`config.mk`:
```
export PLATFORM = sky130hd
export DESIGN_NAME = serial_frame_encoder
export DESIGN_NICKNAME = d
export VERILOG_FILES = /design/src/rtl/sfe_pkg.sv /design/src/rtl/sfe_bit_timer.sv /design/src/rtl/sfe_byte_buf.sv /design/src/rtl/sfe_framer.sv /design/src/rtl/serial_frame_encoder.sv
export SDC_FILE = /design/constraint.sdc
export NUM_CORES = 1
export LEC_CHECK = 0
export BUFFER_PORTS_ARGS = -buffer_cell sky130_fd_sc_hd__buf_4
export CAP_MARGIN = 0
export CORE_MARGIN = 10
export CORE_UTILIZATION = 50
export DETAILED_ROUTE_END_ITERATION = 8
export GPL_TIMING_DRIVEN = 0
export PLACE_DENSITY = 0.72
export SETUP_SLACK_MARGIN = 0.3
export SYNTH_ARGS = -nofsm -noshare
export SYNTH_HDL_FRONTEND = slang
export SYNTH_HIERARCHICAL = 1
export SYNTH_SLANG_ARGS = --single-unit
```
`constraint.sdc`:
```
create_clock -name clk -period 2.35 [get_ports clk]
set_input_delay 0.705 -clock clk [delete_from_list [all_inputs] [get_ports clk]]
set_output_delay 0.705 -clock clk [all_outputs]
set_load 0.01 [all_outputs]
```
`src/rtl/sfe_pkg.sv`:
```
package sfe_pkg;

    localparam int BYTE_W = 8;

    typedef enum logic [2:0] {
        PH_IDLE,
        PH_PRIME,
        PH_LEAD,
        PH_FSTART,
        PH_BSS,
        PH_DATA,
        PH_FEND
    } phase_e;

    // Line level for a phase; idx_zero selects the first bit of a two-bit pair.
    function automatic logic level_of(phase_e ph, logic idx_zero, logic msb);
        case (ph)
            PH_LEAD:   return 1'b0;
            PH_FSTART: return 1'b1;
            PH_BSS:    return idx_zero;
            PH_DATA:   return msb;
            PH_FEND:   return !idx_zero;
            default:   return 1'b1;
        endcase
    endfunction

endpackage

```
`src/rtl/sfe_bit_timer.sv`:
```
module sfe_bit_timer #(
    parameter int CYC_PER_BIT = 8
) (
    input  logic clk,
    input  logic rst,
    input  logic run,
    output logic bit_end
);
    localparam int CW = (CYC_PER_BIT > 1) ? $clog2(CYC_PER_BIT) : 1;
    localparam logic [CW-1:0] LAST = CW'(CYC_PER_BIT - 1);

    logic [CW-1:0] cyc;

    always_ff @(posedge clk) begin
        if (rst || !run)
            cyc <= '0;
        else if (cyc == LAST)
            cyc <= '0;
        else
            cyc <= cyc + 1'b1;
    end

    assign bit_end = run && (cyc == LAST);

endmodule

```
`src/rtl/sfe_byte_buf.sv`:
```
module sfe_byte_buf
    import sfe_pkg::*;
#(
    parameter int CNT_W = 8
) (
    input  logic              clk,
    input  logic              rst,
    input  logic              arm,
    input  logic [CNT_W-1:0]  arm_count,
    input  logic              in_valid,
    input  logic [BYTE_W-1:0] in_data,
    input  logic              take,
    output logic              in_ready,
    output logic              have_byte,
    output logic [BYTE_W-1:0] take_byte
);
    logic [CNT_W-1:0]  fetch_left;
    logic [BYTE_W-1:0] hold;
    logic              hold_full;
    logic              hs;

    assign in_ready  = !hold_full && (fetch_left != '0);
    assign hs        = in_valid && in_ready;
    assign have_byte = hold_full || hs;
    assign take_byte = hold_full ? hold : (hs ? in_data : '0);

    always_ff @(posedge clk) begin
        if (rst) begin
            fetch_left <= '0;
            hold       <= '0;
            hold_full  <= 1'b0;
        end else if (arm) begin
            fetch_left <= arm_count;
            hold_full  <= 1'b0;
        end else if (take) begin
            // Slot consumed: from the holding register, by bypass, or empty.
            if (hold_full)
                hold_full <= 1'b0;
            else if (fetch_left != '0)
                fetch_left <= fetch_left - 1'b1;
        end else if (hs) begin
            hold       <= in_data;
            hold_full  <= 1'b1;
            fetch_left <= fetch_left - 1'b1;
        end
    end

endmodule

```
`src/rtl/sfe_framer.sv`:
```
module sfe_framer
    import sfe_pkg::*;
#(
    parameter int CNT_W     = 8,
    parameter int LEAD_BITS = 1
) (
    input  logic              clk,
    input  logic              rst,
    input  logic              start,
    input  logic [CNT_W-1:0]  byte_count,
    input  logic              bit_end,
    input  logic              have_byte,
    input  logic [BYTE_W-1:0] take_byte,
    output logic              arm,
    output logic              take,
    output logic              run,
    output logic              line,
    output logic              done
);
    localparam int IDX_MAX = (LEAD_BITS > BYTE_W) ? LEAD_BITS : BYTE_W;
    localparam int IW      = $clog2(IDX_MAX);
    localparam logic [IW-1:0] LEAD_LAST = IW'(LEAD_BITS - 1);
    localparam logic [IW-1:0] DATA_LAST = IW'(BYTE_W - 1);
    localparam logic [IW-1:0] PAIR_LAST = IW'(1);

    phase_e            phase;
    logic [IW-1:0]     idx;
    logic [CNT_W-1:0]  slot_left;
    logic [BYTE_W-1:0] shreg;

    assign arm  = (phase == PH_IDLE) && start;
    assign take = bit_end && (phase == PH_BSS) && (idx == PAIR_LAST);
    assign run  = (phase != PH_IDLE) && (phase != PH_PRIME);
    assign line = level_of(phase, idx == '0, shreg[BYTE_W-1]);

    always_ff @(posedge clk) begin
        if (rst) begin
            phase     <= PH_IDLE;
            idx       <= '0;
            slot_left <= '0;
            shreg     <= '0;
            done      <= 1'b0;
        end else begin
            done <= 1'b0;
            case (phase)
                PH_IDLE: begin
                    if (start) begin
                        phase     <= PH_PRIME;
                        slot_left <= byte_count;
                    end
                end
                PH_PRIME: begin
                    if (slot_left == '0 || have_byte) begin
                        phase <= PH_LEAD;
                        idx   <= '0;
                    end
                end
                PH_LEAD: begin
                    if (bit_end) begin
                        if (idx == LEAD_LAST) begin
                            phase <= PH_FSTART;
                            idx   <= '0;
                        end else begin
                            idx <= idx + 1'b1;
                        end
                    end
                end
                PH_FSTART: begin
                    if (bit_end) begin
                        phase <= (slot_left == '0) ? PH_FEND : PH_BSS;
                        idx   <= '0;
                    end
                end
                PH_BSS: begin
                    if (bit_end) begin
                        if (idx == PAIR_LAST) begin
                            phase     <= PH_DATA;
                            idx       <= '0;
                            shreg     <= take_byte;
                            slot_left <= slot_left - 1'b1;
                        end else begin
                            idx <= idx + 1'b1;
                        end
                    end
                end
                PH_DATA: begin
                    if (bit_end) begin
                        shreg <= shreg << 1;
                        if (idx == DATA_LAST) begin
                            phase <= (slot_left == '0) ? PH_FEND : PH_BSS;
                            idx   <= '0;
                        end else begin
                            idx <= idx + 1'b1;
                        end
                    end
                end
                PH_FEND: begin
                    if (bit_end) begin
                        if (idx == PAIR_LAST) begin
                            phase <= PH_IDLE;
                            idx   <= '0;
                            done  <= 1'b1;
                        end else begin
                            idx <= idx + 1'b1;
                        end
                    end
                end
                default: phase <= PH_IDLE;
            endcase
        end
    end

endmodule

```
`src/rtl/serial_frame_encoder.sv`:
```
module serial_frame_encoder
    import sfe_pkg::*;
#(
    parameter int CNT_W       = 8,
    parameter int LEAD_BITS   = 1,
    parameter int CYC_PER_BIT = 8
) (
    input  logic              clk,
    input  logic              rst,
    input  logic              start,
    input  logic [CNT_W-1:0]  byte_count,
    input  logic              in_valid,
    input  logic [BYTE_W-1:0] in_data,
    output logic              in_ready,
    output logic              tx_line,
    output logic              tx_en,
    output logic              done
);
    logic              arm;
    logic              take;
    logic              run;
    logic              bit_end;
    logic              have_byte;
    logic [BYTE_W-1:0] take_byte;

    sfe_bit_timer #(.CYC_PER_BIT(CYC_PER_BIT)) u_timer (
        .clk     (clk),
        .rst     (rst),
        .run     (run),
        .bit_end (bit_end)
    );

    sfe_byte_buf #(.CNT_W(CNT_W)) u_buf (
        .clk       (clk),
        .rst       (rst),
        .arm       (arm),
        .arm_count (byte_count),
        .in_valid  (in_valid),
        .in_data   (in_data),
        .take      (take),
        .in_ready  (in_ready),
        .have_byte (have_byte),
        .take_byte (take_byte)
    );

    sfe_framer #(.CNT_W(CNT_W), .LEAD_BITS(LEAD_BITS)) u_framer (
        .clk        (clk),
        .rst        (rst),
        .start      (start),
        .byte_count (byte_count),
        .bit_end    (bit_end),
        .have_byte  (have_byte),
        .take_byte  (take_byte),
        .arm        (arm),
        .take       (take),
        .run        (run),
        .line       (tx_line),
        .done       (done)
    );

    assign tx_en = run;

endmodule

```
==> Word level (Yosys, flattened, before mapping) <==
Index checks and enable logic that the tools add are counted.
{ "word_totals": {"mem_bits_ro": 0, "mem_bits_rw": 0, "latch_bits": 0, "reg_bits": 43, "memories": 0} }
{ "op_classes": {"order_cmp": 0, "eq_ne": 24, "n_div": 0, "n_mux": 39, "reduce_logical": 32, "add_sub_neg": 4, "n_shift": 0, "n_mul": 0, "n_bitwise": 4} }
{ "ops": {"columns": ["cell", "n"], "rows": [
  ["2-to-1 mux 8 bit", 13],
  ["2-to-1 mux 3 bit", 19],
  ["one-hot mux 8 bit (2 select lines)", 2],
  ["one-hot mux 3 bit (7 select lines)", 1],
  ["!= test 2 x 1 -> 1 bit, second input constant", 10],
  ["subtractor 8 x 1 -> 8 bit, second input constant", 2],
  ["== test 3 bit, second input constant", 5],
  ["one-hot mux 3 bit (5 select lines)", 1],
  ["AND reduction 11 bit", 1],
  ["logical NOT 8 bit", 1],
  ["AND reduction 4 bit", 2],
  ["nonzero test 8 bit", 1],
  ["logical AND 1 bit", 7],
  ["adder 3 x 1 -> 3 bit, second input constant", 2],
  ["== test 3 x 1 -> 1 bit, second input constant", 2],
  ["== test 3 x 2 -> 1 bit, second input constant", 2],
  ["logical NOT 3 bit", 2],
  ["AND reduction 3 bit", 2],
  ["AND reduction 6 bit", 1],
  ["nonzero test 3 bit", 2],
  ["OR reduction 3 bit", 2],
  ["nonzero test 5 bit", 1],
  ["!= test 2 bit, second input constant", 2],
  ["NOT 1 bit", 4],
  ["other kinds (10)", 16]
]} }

==> Logic depth before layout (Yosys ltp) <==
{ "logic_depth": {"ltp_word": 8, "depth_mapped": 10, "ltp_nobuf": 10} }

==> Cells and area by module <==
Netlist, hierarchy kept.
{ "by_module_without_submodules": {"columns": ["mod", "cells_each", "area_per_inst_um2", "seq_area_each_um2", "instances"], "rows": [
  ["sfe_framer", 196, 1564.0, 460.4, 1],
  ["sfe_byte_buf", 105, 988.4, 340.3, 1],
  ["sfe_bit_timer", 9, 131.4, 60.1, 1]
]} }

==> Worst setup path before layout <==
Ideal clock, no wire load.
{ "synth_path": {"kind": "register to register", "from": "register u_framer.phase[2]", "to": "register u_buf.hold[0]", "stages_incl_launch_ff": 11, "path_slack_ns": -0.144, "required_ns": 2.233, "n_path_buf": 2, "t_arrival_ns": 2.376, "period_less_slack_ns": 2.494, "cell_sequence": "dfxtp_1 > buf_6 > or2_1 > clkbuf_1 > and2_1 > nand3b_1 > nor2_1 > or4b_4 > a21oi_4 > mux2i_1 > nor2_1"} }
{ "synth_between": {"elab_chain_cells": 7} }
{ "synth_rtl": {"columns": ["element", "line", "text"], "rows": [
  ["from (decl)", "sfe_framer.sv:26", "phase_e phase;"],
  ["from (signal assigned)", "sfe_framer.sv:70", "phase <= (slot_left == '0) ? PH_FEND : PH_BSS;"],
  ["from (signal assigned)", "sfe_framer.sv:90", "phase <= (slot_left == '0) ? PH_FEND : PH_BSS;"],
  ["!= test 3 x 1 -> 1 bit / nonzero test 3 bit (equally long branches)", "sfe_framer.sv:33", "assign run = (phase != PH_IDLE) && (phase != PH_PRIME);"],
  ["logical AND 1 bit (*)", "sfe_framer.sv:33", null],
  ["net tx_en", "serial_frame_encoder.sv:16", "output logic tx_en,"],
  ["logical AND 1 bit (*)", "sfe_bit_timer.sv:23", "assign bit_end = run && (cyc == LAST);"],
  ["net bit_end", "serial_frame_encoder.sv:22", "logic bit_end;"],
  ["logical AND 1 bit (*) (2 in a row)", "sfe_framer.sv:32", "assign take = bit_end && (phase == PH_BSS) && (idx == PAIR_LAST);"],
  ["net take", "serial_frame_encoder.sv:20", "logic take;"],
  ["NOT 1 bit (no line) (*)", null, null],
  ["AND reduction 3 bit (no line) (*)", null, null],
  ["to (signal assigned)", "sfe_byte_buf.sv:42", "hold <= in_data;"],
  ["to (decl)", "sfe_byte_buf.sv:18", "logic [BYTE_W-1:0] hold;"]
]} }
Mark *: on every way through the listed nets, which the timed path passes. The rest lies on a longest branch.
A chain may end at the register's enable or synchronous reset.

==> Worst setup path in the final report <==
{ "layout_path": {"from": "register u_buf.fetch_left[0]", "to": "register u_framer.idx[2]"} }
{ "layout_between": {"elab_chain_cells": 7} }
{ "layout_rtl": {"columns": ["element", "line", "text"], "rows": [
  ["from (decl)", "sfe_byte_buf.sv:17", "logic [CNT_W-1:0] fetch_left;"],
  ["from (signal assigned)", "sfe_byte_buf.sv:33", "fetch_left <= arm_count;"],
  ["from (signal assigned)", "sfe_byte_buf.sv:40", "fetch_left <= fetch_left - 1'b1;"],
  ["from (signal assigned)", "sfe_byte_buf.sv:44", "fetch_left <= fetch_left - 1'b1;"],
  ["nonzero test 8 bit", "sfe_byte_buf.sv:22", "assign in_ready = !hold_full && (fetch_left != '0);"],
  ["logical AND 1 bit", "sfe_byte_buf.sv:22", null],
  ["logical AND 1 bit", "sfe_byte_buf.sv:23", "assign hs = in_valid && in_ready;"],
  ["logical OR 1 bit", "sfe_byte_buf.sv:24", "assign have_byte = hold_full || hs;"],
  ["net have_byte", "serial_frame_encoder.sv:23", "logic have_byte;"],
  ["logical OR 1 bit", "sfe_framer.sv:53", "if (slot_left == '0 || have_byte) begin"],
  ["!= test 2 x 1 -> 1 bit (no line)", null, null],
  ["AND reduction 6 bit (no line)", null, null],
  ["to (signal assigned)", "sfe_framer.sv:64", "idx <= idx + 1'b1;"],
  ["to (signal assigned)", "sfe_framer.sv:82", "idx <= idx + 1'b1;"],
  ["to (signal assigned)", "sfe_framer.sv:93", "idx <= idx + 1'b1;"],
  ["to (decl)", "sfe_framer.sv:27", "logic [IW-1:0] idx;"]
]} }
The timed path passes the listed nets, and every way through them passes these cells.

==> summary.txt <==
Synth
  • Post-synth top cells: 43 x dfxtp_1, 37 x nor2_1, 29 x nand2_1
  • Ys Warns: 6
  • Count leader, synth: dfxtp_1
  • Post-synth EDFFs: 0
  • Synth Register Bits: 43
  • Syn nets: 341
  • Top cell type's share of synthesized area: 32.1%
  • Mapped cell area: 2680 um2
  • Post-synth ARST share: 0%
  • Syn_area_per_cell: 8.66 um2
  • Seq/Total Area, Yosys: 32.1%
  • Mapped Cells: 310
  • Synth Flop Type: dfxtp_1
  • Ranking of synthesized cells by area: dfxtp_1 32%, nor2_1 5.2%, ha_1 5.1%, mux2i_1 4.5%, nand2_1 4.1%
  • Synth area leader: dfxtp_1
  • Post-synthesis cell type count: 61

Die
  • Chip height: 93.3 um
  • Die ar.: 8700 um2
  • # IOs: 24
  • Num rows: 26
  • Chip width: 93.3 um
  • Initial Utilization: 51.9%
  • Core footprint: 5170 um2

Place
  • IO buf count: 23
  • Final Wtd Congestion: 0.852
  • Post-DP HPWL: 4730 um
  • Setup WS pre-CTS: -0.210 ns
  • Post-DP Area: 2990 um2

Worst setup path
  • Critical Path Sink Type: register
  • Slowest stage cell, crit path: or4b_4
  • Critical path startpoint category: register
  • Worst EP arrival: 2.62 ns
  • WP data required: 2.61 ns
  • Worst Setup Path Type: reg -> reg
  • Critical path peak fanout: 4
  • Max stage delay on crit path: 0.50 ns
  • Reg2Reg Depth: 10
  • Crit path cell chain: inv_4 -> ha_4 -> nor3b_4 -> nand2_1 -> a21o_1 -> or4b_4 -> a31oi_4 -> nor4_4 -> mux2_4 -> nor2_2

Timing
  • Setup violators final: 1
  • Slew margin rel.: 54.6%
  • RSZ-0062 raised after global routing: true
  • Final hold vios: 0
  • Maximum clock rate: 423 MHz
  • Fin worst setup slack: -0.0137 ns
  • Setup Skew: 0.00578 ns
  • Pins over their slew limit: 0
  • Tmin final: 2.36 ns
  • Worst-Margin Slew: 0.682 ns
  • Tcrit/Tclk final: 101%

Detailed routing
  • Antenna-violating nets left: 0
  • Avg Vias per Cell: 5.78
  • Vias: 2658
  • Initial drt markers: 145
  • WL/cell: 17.0 um
  • Routed WL: 7820 um
  • DR DRC count: 0
  • Pre-antenna DRT Iters: 4

Pwr
  • Leak pwr: 1.49 nW
  • PwrDens: 984 nW/um2
  • Pwr Total: 0.00372 W
  • Worst vdd ir: 0.000662 V

Clocking
  • Num CTS Buffers: 5
  • CTS Buffer Depth: 2
  • CTS root buf: clkbuf_8
  • TritonCTS clock tree: built
  • Clk sinks: 43
  • Worst-path clk slew: 0.09 ns
  • Skew-Pair Late Insertion Delay: 0.32 ns
  • Cts hold-fix bufs: 0
  • H-tree Lvls: 2

Layout
  • Final core occ: 73.1%
  • # diodes: 0
  • Share of layout cells above drive strength 1: 38.5%
  • Design area: 3780 um2
  • Area grow syn2layout: 40.8%
  • Final nets: 420
  • Filler cell count in the final layout: 374

GRT
  • Total track usage: 17.2%
  • Vias in the first global route: 2654
  • Total gr overflow: 0
  • Initial antenna violation count: 0
  • Largest net degree at the start of global routing: 14
  • First-pass GRT wire length: 12400 um

Status
  • Status: finished, violations left
  • Failing checks: setup timing

Min path
  • Worst min-delay path category: reg -> reg
  • Hold path cells: 2

Job
  • Max Cap Viol: 0
placed cells by master, fill, tap and decap left out, drive strengths merged, types with 2 or more instances in the layout:
master  instances
buf            83
dfxtp          43
nor2           39
nand2          29
a21oi          18
inv            16
clkbuf         14
o21ai          13
mux2i          12
a311oi         11
ha             11
a211oi         11
nor3           10
a22o            8
nand3           8
nor4            5
nand4           4
nor3b           4
xnor2           3
nor2b           3
a41o            3
and2            3
a31oi           3
bufinv          2
a21o            2
or4b            2
nand2b          2
and4            2
or3b            2
and4bb          2
nor4b           2
mux2            2
logic make-up (layout without fill, tap and decap cells):
group / after synthesis / in the layout / synth area share [%]
XOR/XNOR: 4 / 4 / 1.31
AND/OR/NAND/NOR: 123 / 123 / 25.8
buffers and inverters: 35 / 115 / 6.06
multiplexers: 14 / 14 / 5.45
AO/OA/AOI/OAI: 80 / 80 / 24.2
adder cells (fa/ha/maj): 11 / 11 / 5.13
flip-flops: 43 / 43 / 32.1
worst max-delay path: cells and delay by family, from the launching register on:
family | cells | cell delay [ns]
flops | 1 | 0.36
simple gates | 5 | 0.98
fa+ha+maj | 1 | 0.12
compound gates | 2 | 0.44
mux | 1 | 0.34
buf+inv | 1 | 0.06
path summary, 6_finish.rpt:
check                           start                end  slack [ns]
setup / recovery  u_buf/fetch_left[0]    u_framer/idx[2]       -0.01
setup reg to reg  u_buf/fetch_left[0]    u_framer/idx[2]       -0.01
hold / removal      u_framer/shreg[0]  u_framer/shreg[1]        0.50
hold reg to reg     u_framer/shreg[0]  u_framer/shreg[1]        0.50
layer usage:
| layer | vias up | GRT usage (%) | share of wire [%] |
|---|---|---|---|
| met5 | - | 0 | 0 |
| met4 | 0 | 5.53 | 1.2 |
| met3 | 9 | 4.16 | 4.3 |
| met2 | 65 | 29.4 | 50 |
| met1 | 1296 | 20.8 | 45 |
| li1 | 1288 | - | - |
stage by stage:
step / TNS (ns) / cells / hold slack (ns)
2_1_floorplan: -0.0368 / 310 / 0.419
3_3_place_gp: -1.90 / 403 / 0.435
3_5_place_dp: -2.33 / 403 / 0.455
4_1_cts: 0 / 440 / 0.427
5_1_grt: -0.790 / 460 / 0.523
6_report: -0.0137 / 460 / 0.499
state kept, by name, summed over array words and instances (netlist names):
register	flops
u_framer/idx	3
u_buf/hold	8
u_framer/done	1
u_framer/shreg	8
u_buf/hold_full	1
u_buf/fetch_left	8
u_timer/cyc	3
u_framer/slot_left	8
u_framer/phase	3
cell type report:
cell class	count	area [um2]	share of cell area, %
buffer	19	155	4.10
tap	70	87.6	2.32
sequential	43	873	23.1
clock inverter	2	60.1	1.59
multi-input combinational	232	1860	49.3
timing repair buffer	72	606	16.0
clock buffer	6	72.6	1.92
inverter	16	62.6	1.66
repair_timing:
item,4_1_cts,5_1_grt
endpoints found under the hold margin,0,0
resized for setup,36,42
endpoints found under the setup margin,29,42
buffers inserted,29,20
pin swaps,18,26
power breakdown:
group          leakage (nW)  internal [W]  switching, W  total (W)
combinational          1.07      0.000958       0.00102    0.00198
clock                0.0654      0.000425      0.000288   0.000713
sequential            0.355      0.000875      0.000154    0.00103
total                  1.49       0.00226       0.00146    0.00372
No activity file was read; power rests on OpenSTA's default activity.
